`config.mk`:
```
export PLATFORM = sky130hd
export DESIGN_NAME = sar_serial_if
export DESIGN_NICKNAME = d
export VERILOG_FILES = /design/src/rtl/sif_pkg.sv /design/src/rtl/sif_edge_sense.sv /design/src/rtl/sif_frame_ctrl.sv /design/src/rtl/sif_bit_select.sv /design/src/rtl/sar_serial_if.sv
export SDC_FILE = /design/constraint.sdc
export NUM_CORES = 1
export LEC_CHECK = 0
export BUFFER_PORTS_ARGS = -buffer_cell sky130_fd_sc_hd__buf_4
export CAP_MARGIN = 20
export CORE_MARGIN = 4
export CORE_UTILIZATION = 55
export DETAILED_ROUTE_END_ITERATION = 12
export PLACE_DENSITY = 0.78
export SLEW_MARGIN = 20
export SYNTH_ARGS = -nofsm -noshare
export SYNTH_HDL_FRONTEND = slang
export SYNTH_SLANG_ARGS = --single-unit
```
`constraint.sdc`:
```
create_clock -name clk -period 2.28 [get_ports clk]
set_clock_uncertainty 0.2 [all_clocks]
set_input_delay 0.114 -clock clk [delete_from_list [all_inputs] [get_ports clk]]
set_output_delay 0.114 -clock clk [all_outputs]
set_load 0.02 [all_outputs]
```
`src/rtl/sif_pkg.sv`:
```
// Package: shared helpers for the serial readout block.
// Assumes resolution is one of 12, 10 or 8 bits.
package sif_pkg;

    // Number of serial-clock rising edges that end a conversion.
    function automatic int conv_edge_count(input int res);
        return (res == 12) ? 14 : res + 1;
    endfunction

endpackage

```
`src/rtl/sif_edge_sense.sv`:
```
// Module: registers chip select and serial clock and flags their edges.
// Assumes both inputs are already synchronous to clk and change slower than it.
module sif_edge_sense (
    input  logic clk,
    input  logic rst_n,
    input  logic cs_n,
    input  logic sclk,
    output logic sel,
    output logic cs_fall,
    output logic cs_rise,
    output logic sclk_rise,
    output logic sclk_fall,
    output logic in_frame
);
    logic cs_q;
    logic sclk_q;

    // Keep the previous level of each serial pin.
    always_ff @(posedge clk) begin
        if (!rst_n) begin
            cs_q   <= 1'b1;
            sclk_q <= 1'b0;
        end else begin
            cs_q   <= cs_n;
            sclk_q <= sclk;
        end
    end

    // Edge flags from the registered and present levels.
    always_comb begin
        sel       = ~cs_q;
        cs_fall   = cs_q & ~cs_n;
        cs_rise   = ~cs_q & cs_n;
        sclk_rise = ~sclk_q & sclk;
        sclk_fall = sclk_q & ~sclk;
        in_frame  = ~cs_q & ~cs_n;
    end

endmodule

```
`src/rtl/sif_frame_ctrl.sv`:
```
// Module: counts serial-clock edges within a frame and tracks the result,
// the readout mode, the power-down state and the captured channel.
// Assumes edge flags come from sif_edge_sense, one clk wide.
module sif_frame_ctrl #(
    parameter int RES        = 12,
    parameter int HALF_CLKS  = 16,
    parameter int LONG_FALLS = 30,
    parameter int CNT_W      = 6
) (
    input  logic             clk,
    input  logic             rst_n,
    input  logic             cs_n,
    input  logic             cs_fall,
    input  logic             cs_rise,
    input  logic             sclk_rise,
    input  logic             sclk_fall,
    input  logic             in_frame,
    input  logic             chan_sel,
    input  logic             pd_req,
    input  logic [RES-1:0]   conv_data,
    output logic [CNT_W-1:0] fall_cnt,
    output logic             lead_zero,
    output logic [RES-1:0]   result,
    output logic             sample_stb,
    output logic             conv_done_stb,
    output logic             pd_state,
    output logic             chan_q
);
    import sif_pkg::*;

    localparam int CONV_EDGES = conv_edge_count(RES);
    localparam logic [CNT_W-1:0] CONV_LAST = CNT_W'(CONV_EDGES - 1);
    localparam logic [CNT_W-1:0] LONG_LAST = CNT_W'(LONG_FALLS - 1);

    logic [CNT_W-1:0] rise_cnt;
    logic             long_seen;
    logic             pd_arm;

    // Frame sequencing: edge counters, conversion, mode and power-down.
    always_ff @(posedge clk) begin
        if (!rst_n) begin
            fall_cnt      <= '0;
            rise_cnt      <= '0;
            long_seen     <= 1'b0;
            lead_zero     <= 1'b0;
            result        <= '0;
            sample_stb    <= 1'b0;
            conv_done_stb <= 1'b0;
            pd_state      <= 1'b0;
            pd_arm        <= 1'b0;
            chan_q        <= 1'b0;
        end else begin
            sample_stb    <= cs_fall;
            conv_done_stb <= 1'b0;
            if (cs_fall) begin
                fall_cnt  <= '0;
                rise_cnt  <= '0;
                long_seen <= 1'b0;
            end else if (in_frame) begin
                if (sclk_rise) begin
                    if (rise_cnt != '1) rise_cnt <= rise_cnt + 1'b1;
                    if (rise_cnt == '0) chan_q <= chan_sel;
                    if (rise_cnt == CONV_LAST) begin
                        conv_done_stb <= 1'b1;
                        result        <= conv_data;
                        if (pd_arm) pd_state <= 1'b1;
                    end
                end
                if (sclk_fall) begin
                    if (fall_cnt != '1) fall_cnt <= fall_cnt + 1'b1;
                    if (fall_cnt == LONG_LAST) long_seen <= 1'b1;
                end
            end
            if (cs_rise) begin
                lead_zero <= long_seen;
                pd_arm    <= pd_req;
                if (!pd_req) pd_state <= 1'b0;
            end
        end
    end

    AST_DONE_IN_FRAME: assert property (@(posedge clk) disable iff (!rst_n)
        conv_done_stb |-> $past(!cs_n));
    AST_STROBE_EXCL: assert property (@(posedge clk) disable iff (!rst_n)
        !(sample_stb && conv_done_stb));
    AST_PD_WAKE: assert property (@(posedge clk) disable iff (!rst_n)
        (cs_rise && !pd_req) |=> !pd_state);
    AST_PD_HOLD: assert property (@(posedge clk) disable iff (!rst_n)
        (pd_state && !cs_rise) |=> pd_state);

endmodule

```
`src/rtl/sif_bit_select.sv`:
```
// Module: picks the serial data bit for the current falling-edge count.
// Assumes the result register holds the previous code until the conversion edge.
module sif_bit_select #(
    parameter int RES       = 12,
    parameter int HALF_CLKS = 16,
    parameter int CNT_W     = 6
) (
    input  logic             clk,
    input  logic             rst_n,
    input  logic             sel,
    input  logic [CNT_W-1:0] fall_cnt,
    input  logic             lead_zero,
    input  logic [RES-1:0]   result,
    output logic             sdo
);
    logic bit_v;

    // Map the falling-edge count onto a result bit or a zero fill.
    always_comb begin
        int k;
        k     = int'(fall_cnt);
        bit_v = 1'b0;
        if (k < HALF_CLKS) begin
            if (!lead_zero && k < RES) bit_v = result[RES-1-k];
        end else if (k - HALF_CLKS < RES) begin
            bit_v = result[RES-1-(k-HALF_CLKS)];
        end
        sdo = sel & bit_v;
    end

    AST_LEAD_ZERO: assert property (@(posedge clk) disable iff (!rst_n)
        (sel && lead_zero && int'(fall_cnt) < HALF_CLKS) |-> !sdo);
    AST_TAIL_ZERO: assert property (@(posedge clk) disable iff (!rst_n)
        (sel && int'(fall_cnt) >= RES && int'(fall_cnt) < HALF_CLKS) |-> !sdo);

endmodule

```
`src/rtl/sar_serial_if.sv`:
```
// Module: top of the serial readout for a two-channel SAR converter.
// Assumes cs_n and sclk are synchronous to clk; the pad ring builds the
// tri-state buffer from sdo and sdo_oe.
module sar_serial_if #(
    parameter int RES        = 12,
    parameter int HALF_CLKS  = 16,
    parameter int LONG_FALLS = 30
) (
    input  logic           clk,
    input  logic           rst_n,
    input  logic           cs_n,
    input  logic           sclk,
    input  logic           chan_sel,
    input  logic           pd_req,
    input  logic [RES-1:0] conv_data,
    output logic           sdo,
    output logic           sdo_oe,
    output logic           sample_stb,
    output logic           conv_done_stb,
    output logic           pd_state,
    output logic           chan_q
);
    localparam int CNT_W = $clog2(HALF_CLKS + LONG_FALLS);

    logic             sel;
    logic             cs_fall;
    logic             cs_rise;
    logic             sclk_rise;
    logic             sclk_fall;
    logic             in_frame;
    logic [CNT_W-1:0] fall_cnt;
    logic             lead_zero;
    logic [RES-1:0]   result;

    sif_edge_sense u_edge (
        .clk       (clk),
        .rst_n     (rst_n),
        .cs_n      (cs_n),
        .sclk      (sclk),
        .sel       (sel),
        .cs_fall   (cs_fall),
        .cs_rise   (cs_rise),
        .sclk_rise (sclk_rise),
        .sclk_fall (sclk_fall),
        .in_frame  (in_frame)
    );

    sif_frame_ctrl #(
        .RES        (RES),
        .HALF_CLKS  (HALF_CLKS),
        .LONG_FALLS (LONG_FALLS),
        .CNT_W      (CNT_W)
    ) u_ctrl (
        .clk           (clk),
        .rst_n         (rst_n),
        .cs_n          (cs_n),
        .cs_fall       (cs_fall),
        .cs_rise       (cs_rise),
        .sclk_rise     (sclk_rise),
        .sclk_fall     (sclk_fall),
        .in_frame      (in_frame),
        .chan_sel      (chan_sel),
        .pd_req        (pd_req),
        .conv_data     (conv_data),
        .fall_cnt      (fall_cnt),
        .lead_zero     (lead_zero),
        .result        (result),
        .sample_stb    (sample_stb),
        .conv_done_stb (conv_done_stb),
        .pd_state      (pd_state),
        .chan_q        (chan_q)
    );

    sif_bit_select #(
        .RES       (RES),
        .HALF_CLKS (HALF_CLKS),
        .CNT_W     (CNT_W)
    ) u_bits (
        .clk       (clk),
        .rst_n     (rst_n),
        .sel       (sel),
        .fall_cnt  (fall_cnt),
        .lead_zero (lead_zero),
        .result    (result),
        .sdo       (sdo)
    );

    // Pad enable follows the registered frame select.
    assign sdo_oe = sel;

    AST_SDO_HIZ: assert property (@(posedge clk) disable iff (!rst_n)
        cs_n |=> !sdo_oe);

endmodule

```
Yosys cells after proc, flatten, opt, wreduce, memory -nomap -nowiden
Index checks and enable logic that the tools add are counted.
- register bits: 33
- bits in latches: 0
- bits in writable memories: 0
- ROM bits: 0
- bits of input ports: 18
- output and inout port bits: 6
- memories: 0
- $add $sub $neg: 5
- multipliers: 0
- divide/modulo/power cells: 0
- $lt $le $gt $ge: 5
- equal/unequal tests: 4
- shifts and indexed selects: 0
- mux-type cells: 17
- bitwise gates (word level): 14
- reduce and logical (&&, ||, !) cells: 10
- operator list (operator ; count):
    $lt 32x6->1 const B ; 2
    $lt 32x5->1 const B ; 1
    $sub 5x32->32 const A ; 1
    $mux 1 ; 15
    $add 6x1->6 const B ; 2
    $ne 6x6->1 const B ; 2
    $reduce_and 3->1 ; 3
    $bmux 1 s4 ; 2
    $not 1->1 ; 8
    $reduce_and 4->1 ; 2
    $sub 4x6->7 const A ; 1
    $sub 6x5->7 const B ; 1
    $and 1x1->1 ; 6
    $eq 6x4->1 const B ; 1
    $eq 6x5->1 const B ; 1
    $logic_not 6->1 ; 1
    $lt 6x4->1 const B ; 1
    $lt 6x5->1 const B ; 1
    $reduce_or 4->1 ; 1
    $reduce_or 2->1 ; 1
    $logic_and 1x1->1 ; 1
    $logic_not 1->1 ; 1

Longest topological paths before layout
- depth in word-level cells: 8
- gate-level depth with buffers: 7
- gate-level depth less buffers: 6

Hierarchy
From an unflattened synthesis, not the netlist that was laid out.
- cells, all modules: 190
- area total of the unflattened synthesis: 1739.2 µm²
- modules (own cells, without submodules) (module ; instances ; cells each ; area each (µm²) ; seq. area each (µm²)):
    sif_frame_ctrl ; 1 ; 158 ; 1435.1 ; 620.6
    sif_bit_select ; 1 ; 22 ; 216.5 ; 0.0
    sif_edge_sense ; 1 ; 10 ; 87.6 ; 40.0

Least setup slack after synthesis
No wires, ideal clock.
- path type: flip-flop to output port
- from: register u_ctrl.fall_cnt[2]
- to: output port sdo
- data arrival time: 1.603 ns
- data required time: 1.966 ns
- setup slack: 0.363 ns
- stages on the path, launching flop included: 5
- buffers on the path: 0
- path through: dfxtp_1 -> ha_1 -> mux4_2 -> a211oi_1 -> a211oi_1
- word-level cells in the longest chain between the ends: 8
- elaborated cells on any way between the ends: 17
- classes of those cells: 3 x add/sub; 3 x order compare; 9 x mux; 1 x bitwise; 1 x reduce/logical
- ends and longest elaborated chain (element ; RTL line ; RTL):
    start, declared ; sif_frame_ctrl.sv:21 ; output logic [CNT_W-1:0] fall_cnt,
    start signal, assigned ; sif_frame_ctrl.sv:70 ; if (fall_cnt != '1) fall_cnt <= fall_cnt + 1'b1;
    $sub 6x5->7 ; sif_bit_select.sv:25, sif_bit_select.sv:26 ;
    $sub 5x32->32 ; sif_bit_select.sv:26 ; bit_v = result[RES-1-(k-HALF_CLKS)];
    $bmux 1 s4 ; sif_bit_select.sv:26 ;
    $mux 1 (not written as such) (2 in a row) ; sif_bit_select.sv:26 ;
    $mux 1 ; sif_bit_select.sv:25 ; end else if (k - HALF_CLKS < RES) begin
    $mux 1 * ; sif_bit_select.sv:23 ; if (k < HALF_CLKS) begin
    $and 1x1->1 * ; sif_bit_select.sv:28 ; sdo = sel & bit_v;
    end, declared ; sar_serial_if.sv:16 ; output logic sdo,
Mark *: on every way between the ends. The rest lies on a longest branch, timed or not. The select of a mux whose other input is x is not followed.

Worst setup path after layout
Same ends and word-level chain as after synthesis.

==> metrics list <==
- Final design instance area without fill: 2013 sq um
- Final slew viol count: 0
- STA classifies the critical path startpoint as a flip-flop.
- Top Family by Delay on Critical Path: multiplexers
- The routed design has 3258 um of wire.
- Maximum VDD drop: 0.5088 mV
- Slowest-stage cell, CP: sky130_fd_sc_hd__mux4_2
- The clock tree synthesis step divided the H-tree into 2 levels.
- Portion of synthesized cell area occupied by the leading cell type: 0.4314
- Stage delay of the slowest cell on the critical path: 500 ps
- At the end of the flow the core is filled with cells to 0.7841.
- Tightest Hold Check Type: reg -> reg
- The number of global-route vias before repair was 1249.
* Achievable frequency: between 0.4 and 0.5 GHz
- At the end of routability-driven placement, the weighted congestion stood at ~0.85.
* Total clock sinks: 33
* Number of warning messages in the yosys log: 0
- For this run, the register share of the synthesized area comes to 0.4314.
- Dividing the detail-routed via count by the number of cells gives 5.410.
- For this run, global-route usage on met1 was measured as 0.2464.
- The worst path needs 2253 ps of the cycle, external delays included.
* DP Area: 1732 sq um
* Final routed wire length divided by cell count: between 10 and 15 um
* Ordered list of cells on the worst path: ha_4, mux4_2, a211oi_2, a211oi_1, buf_4
- Sort of element at the end of the critical path: primary output
* Initial cell density of the core: 0.5965
* Die X-Extent: 60.77 um
* Category of the most critical setup path: reg -> out
* Unrepaired setup endpoints after global routing: yes
- Setup violations remaining at the end of the flow were counted as 0.
- GR Util met3: 0.05957
- Result of the run: completed
* Number of top-level pins: 24
* Total number of vias: about 1200
- Largest driver fanout on the critical path: 5
* Root Driver: sky130_fd_sc_hd__clkbuf_4
- The first global-routing pass estimated 5602 um of wire.
- Area enclosed by the die boundary: 3693 sq um
- Count of non-filler cells in the finished layout: roughly 230
- For this run, global-route usage on met2 was measured as 0.3511.
- In the routed design, unresolved DRC markers number 0.
* Transition time of the tightest slew-check pin: 638.7 ps
- Number of setup buffers added after CTS: 0
- Flops & latches, synth: 33
* Grt ovf: 0
* Layer with the highest usage after global routing: met2
- Worst slack on hold paths: 308.8 ps
- Counting flops with a built-in enable in the synthesized netlist gives 0.
- Data on the critical path is required at its endpoint by 1970 ps.
- The core region is 2567 sq um.
- Counting along the longest clock path gives a buffer depth of 2.
- In this run the static leakage power is around 0.9 nW.
- In the finished design, the share of the clock period the worst path needs comes to 0.9883.
- Synthesized area: about 1500 sq um
* Average footprint of a synthesized cell: 10.28 sq um
* Initial antenna violation count: 0
- Dpl hpwl: 2183 um
- CTS tree: built
* Post-synth cell types: 33
- Slew headroom: 0.5731
- The count of final hold-check violations was 0.
- Total number of placement rows: 18
- In the synthesized netlist the dominant register cell turns out to be sky130_fd_sc_hd__dfxtp_1.
- Entering global routing, the biggest net connects 20 pins.
- Buffers placed on the I/O ports in this run total 23.
- Cell type with the largest total area after synthesis: sky130_fd_sc_hd__dfxtp_1
- For the worst-skew pair, the clock arrives at the later sink with an insertion delay of 340 ps.
- Final layout net count: 220
- After synthesis, the share of flip-flops with an asynchronous set or reset is 0.
* First-pass iteration count of the detailed router: 4
- Number of buffers added by the clock tree synthesis step: 5
- The floorplan step set the die height to about 60 um.
- Detailed Route Iter0 Violations: 40
* Reg clk slew, reported paths: 100 ps
* Worst endpoint data arrival time: 1940 ps
- Max-capacitance violation count: 0
- The number of antenna diodes in the final layout is 0.
- By area the synthesized netlist is led by sky130_fd_sc_hd__dfxtp_1 43%, sky130_fd_sc_hd__mux2i_1 11%, sky130_fd_sc_hd__nor2b_1 6.5%.
- Once placement completed, the tool counted placed cells totaling 200.
- In the global route stage, overall resource usage came out at 0.2097.
- Final antenna-violating net count: 0
- Synthesized net count: between 150 and 200
- Crit path buffers/inverters: 1
- Post-synthesis instance total: between 100 and 150
- For this design the ratio of total power to cell area is 518.7 nW/um^2.
- Fraction of final layout cells with drive strength greater than 1: 0.2132
- Relative to the synthesized area, the layout overhead comes to 31.45%.
* Setup_tns: 0 ps
routing by layer:
layer  wire (um)  vias up
li1            -      621
met1        1424      565
met2        1634       32
met3         119       10
met4          79        0
met5           0        -
kinds of logic (layout without fill, tap and decap cells):
group	after synthesis	in the layout	share of synthesized area
compound gates	16	16	0.07108
xor+xnor	9	9	0.05147
fa+ha+maj	6	6	0.04902
buf+inv	9	57	0.02859
flops	33	33	0.4314
mux	20	20	0.1479
simple gates	56	56	0.2206
final cells by class:
type                    instances  area (sq um)
well taps                      30         37.54
multi-input cells             107         844.6
clock buffers                   7         65.06
fillers                       163         554.3
repair buffers                 44         377.9
inverters                       5         18.77
clock inverters                 1         5.005
flip-flops and latches         33         664.4
power breakdown:
group | leakage [nW] | total [mW] | internal (mW) | switching (mW)
sequential | 0.267 | 0.583 | 0.579 | 0.00392
combinational | 0.574 | 0.0871 | 0.0553 | 0.0319
clock | 0.0413 | 0.374 | 0.179 | 0.195
cell usage after synthesis (4+ instances only):
master,n
sky130_fd_sc_hd__dfxtp_1,33
sky130_fd_sc_hd__mux2i_1,17
sky130_fd_sc_hd__nor2_1,16
sky130_fd_sc_hd__nor2b_1,16
sky130_fd_sc_hd__xor2_1,8
sky130_fd_sc_hd__ha_1,6
sky130_fd_sc_hd__inv_1,5
sky130_fd_sc_hd__and3_1,4
sky130_fd_sc_hd__nand3_1,4
sky130_fd_sc_hd__o21ai_0,4
stage by stage:
stage               power, mW  setup WS [ps]
floorplan              0.6219          363.4
global placement       0.6558          306.5
detailed placement     0.6572          207.9
CTS                     1.050          10.75
global route            1.099         -70.15
finish                  1.044          26.67
tightest hold or removal path, stage by stage, from the launching register on:
cell	delay, ps
sky130_fd_sc_hd__dfxtp_1	360
sky130_fd_sc_hd__a31oi_1	50
sky130_fd_sc_hd__nor2_1	70
registers in the layout (all words and copies together) (netlist names):
register and count:
u_ctrl.pd_arm 1, u_ctrl.rise_cnt 6, u_ctrl.lead_zero 1, u_ctrl.long_seen 1
u_ctrl.sample_stb 1, u_ctrl.chan_q 1, u_ctrl.fall_cnt 6, u_edge.cs_q 1
u_ctrl.pd_state 1, u_ctrl.result 12, u_ctrl.conv_done_stb 1, u_edge.sclk_q 1
cells in the final DEF, fill, tap and decap left out, drive strengths merged, types with 2 or more instances in the layout:
| cell | instances |
|---|---|
| dfxtp | 33 |
| buf | 25 |
| dlygate4sd3 | 19 |
| mux2i | 17 |
| nor2b | 16 |
| nor2 | 16 |
| xor2 | 8 |
| clkbuf | 7 |
| ha | 6 |
| inv | 5 |
| nand3 | 5 |
| o21ai | 4 |
| and3 | 4 |
| a31oi | 3 |
| and2 | 3 |
| nand2 | 3 |
| nand4 | 3 |
| mux4 | 2 |
| a311oi | 2 |
| o211ai | 2 |
| a211oi | 2 |
| nor4b | 2 |
final timing paths:
path,start,cells past startpoint,to,slack (ps)
min,u_ctrl.long_seen,2,u_ctrl.long_seen,310
max reg2reg,u_edge.cs_q,4,u_ctrl.result[3],410
max,u_ctrl.fall_cnt[2],5,sdo,30
min reg2reg,u_ctrl.long_seen,2,u_ctrl.long_seen,310
timing repair:
action	in CTS	in global routing
hold endpoints to repair	20	0
pin swaps	1	0
endpoints found under the setup margin	1	1
resized for setup	4	0
hold buffers	19	0
Note: power is estimated with default switching activity, not from simulation.
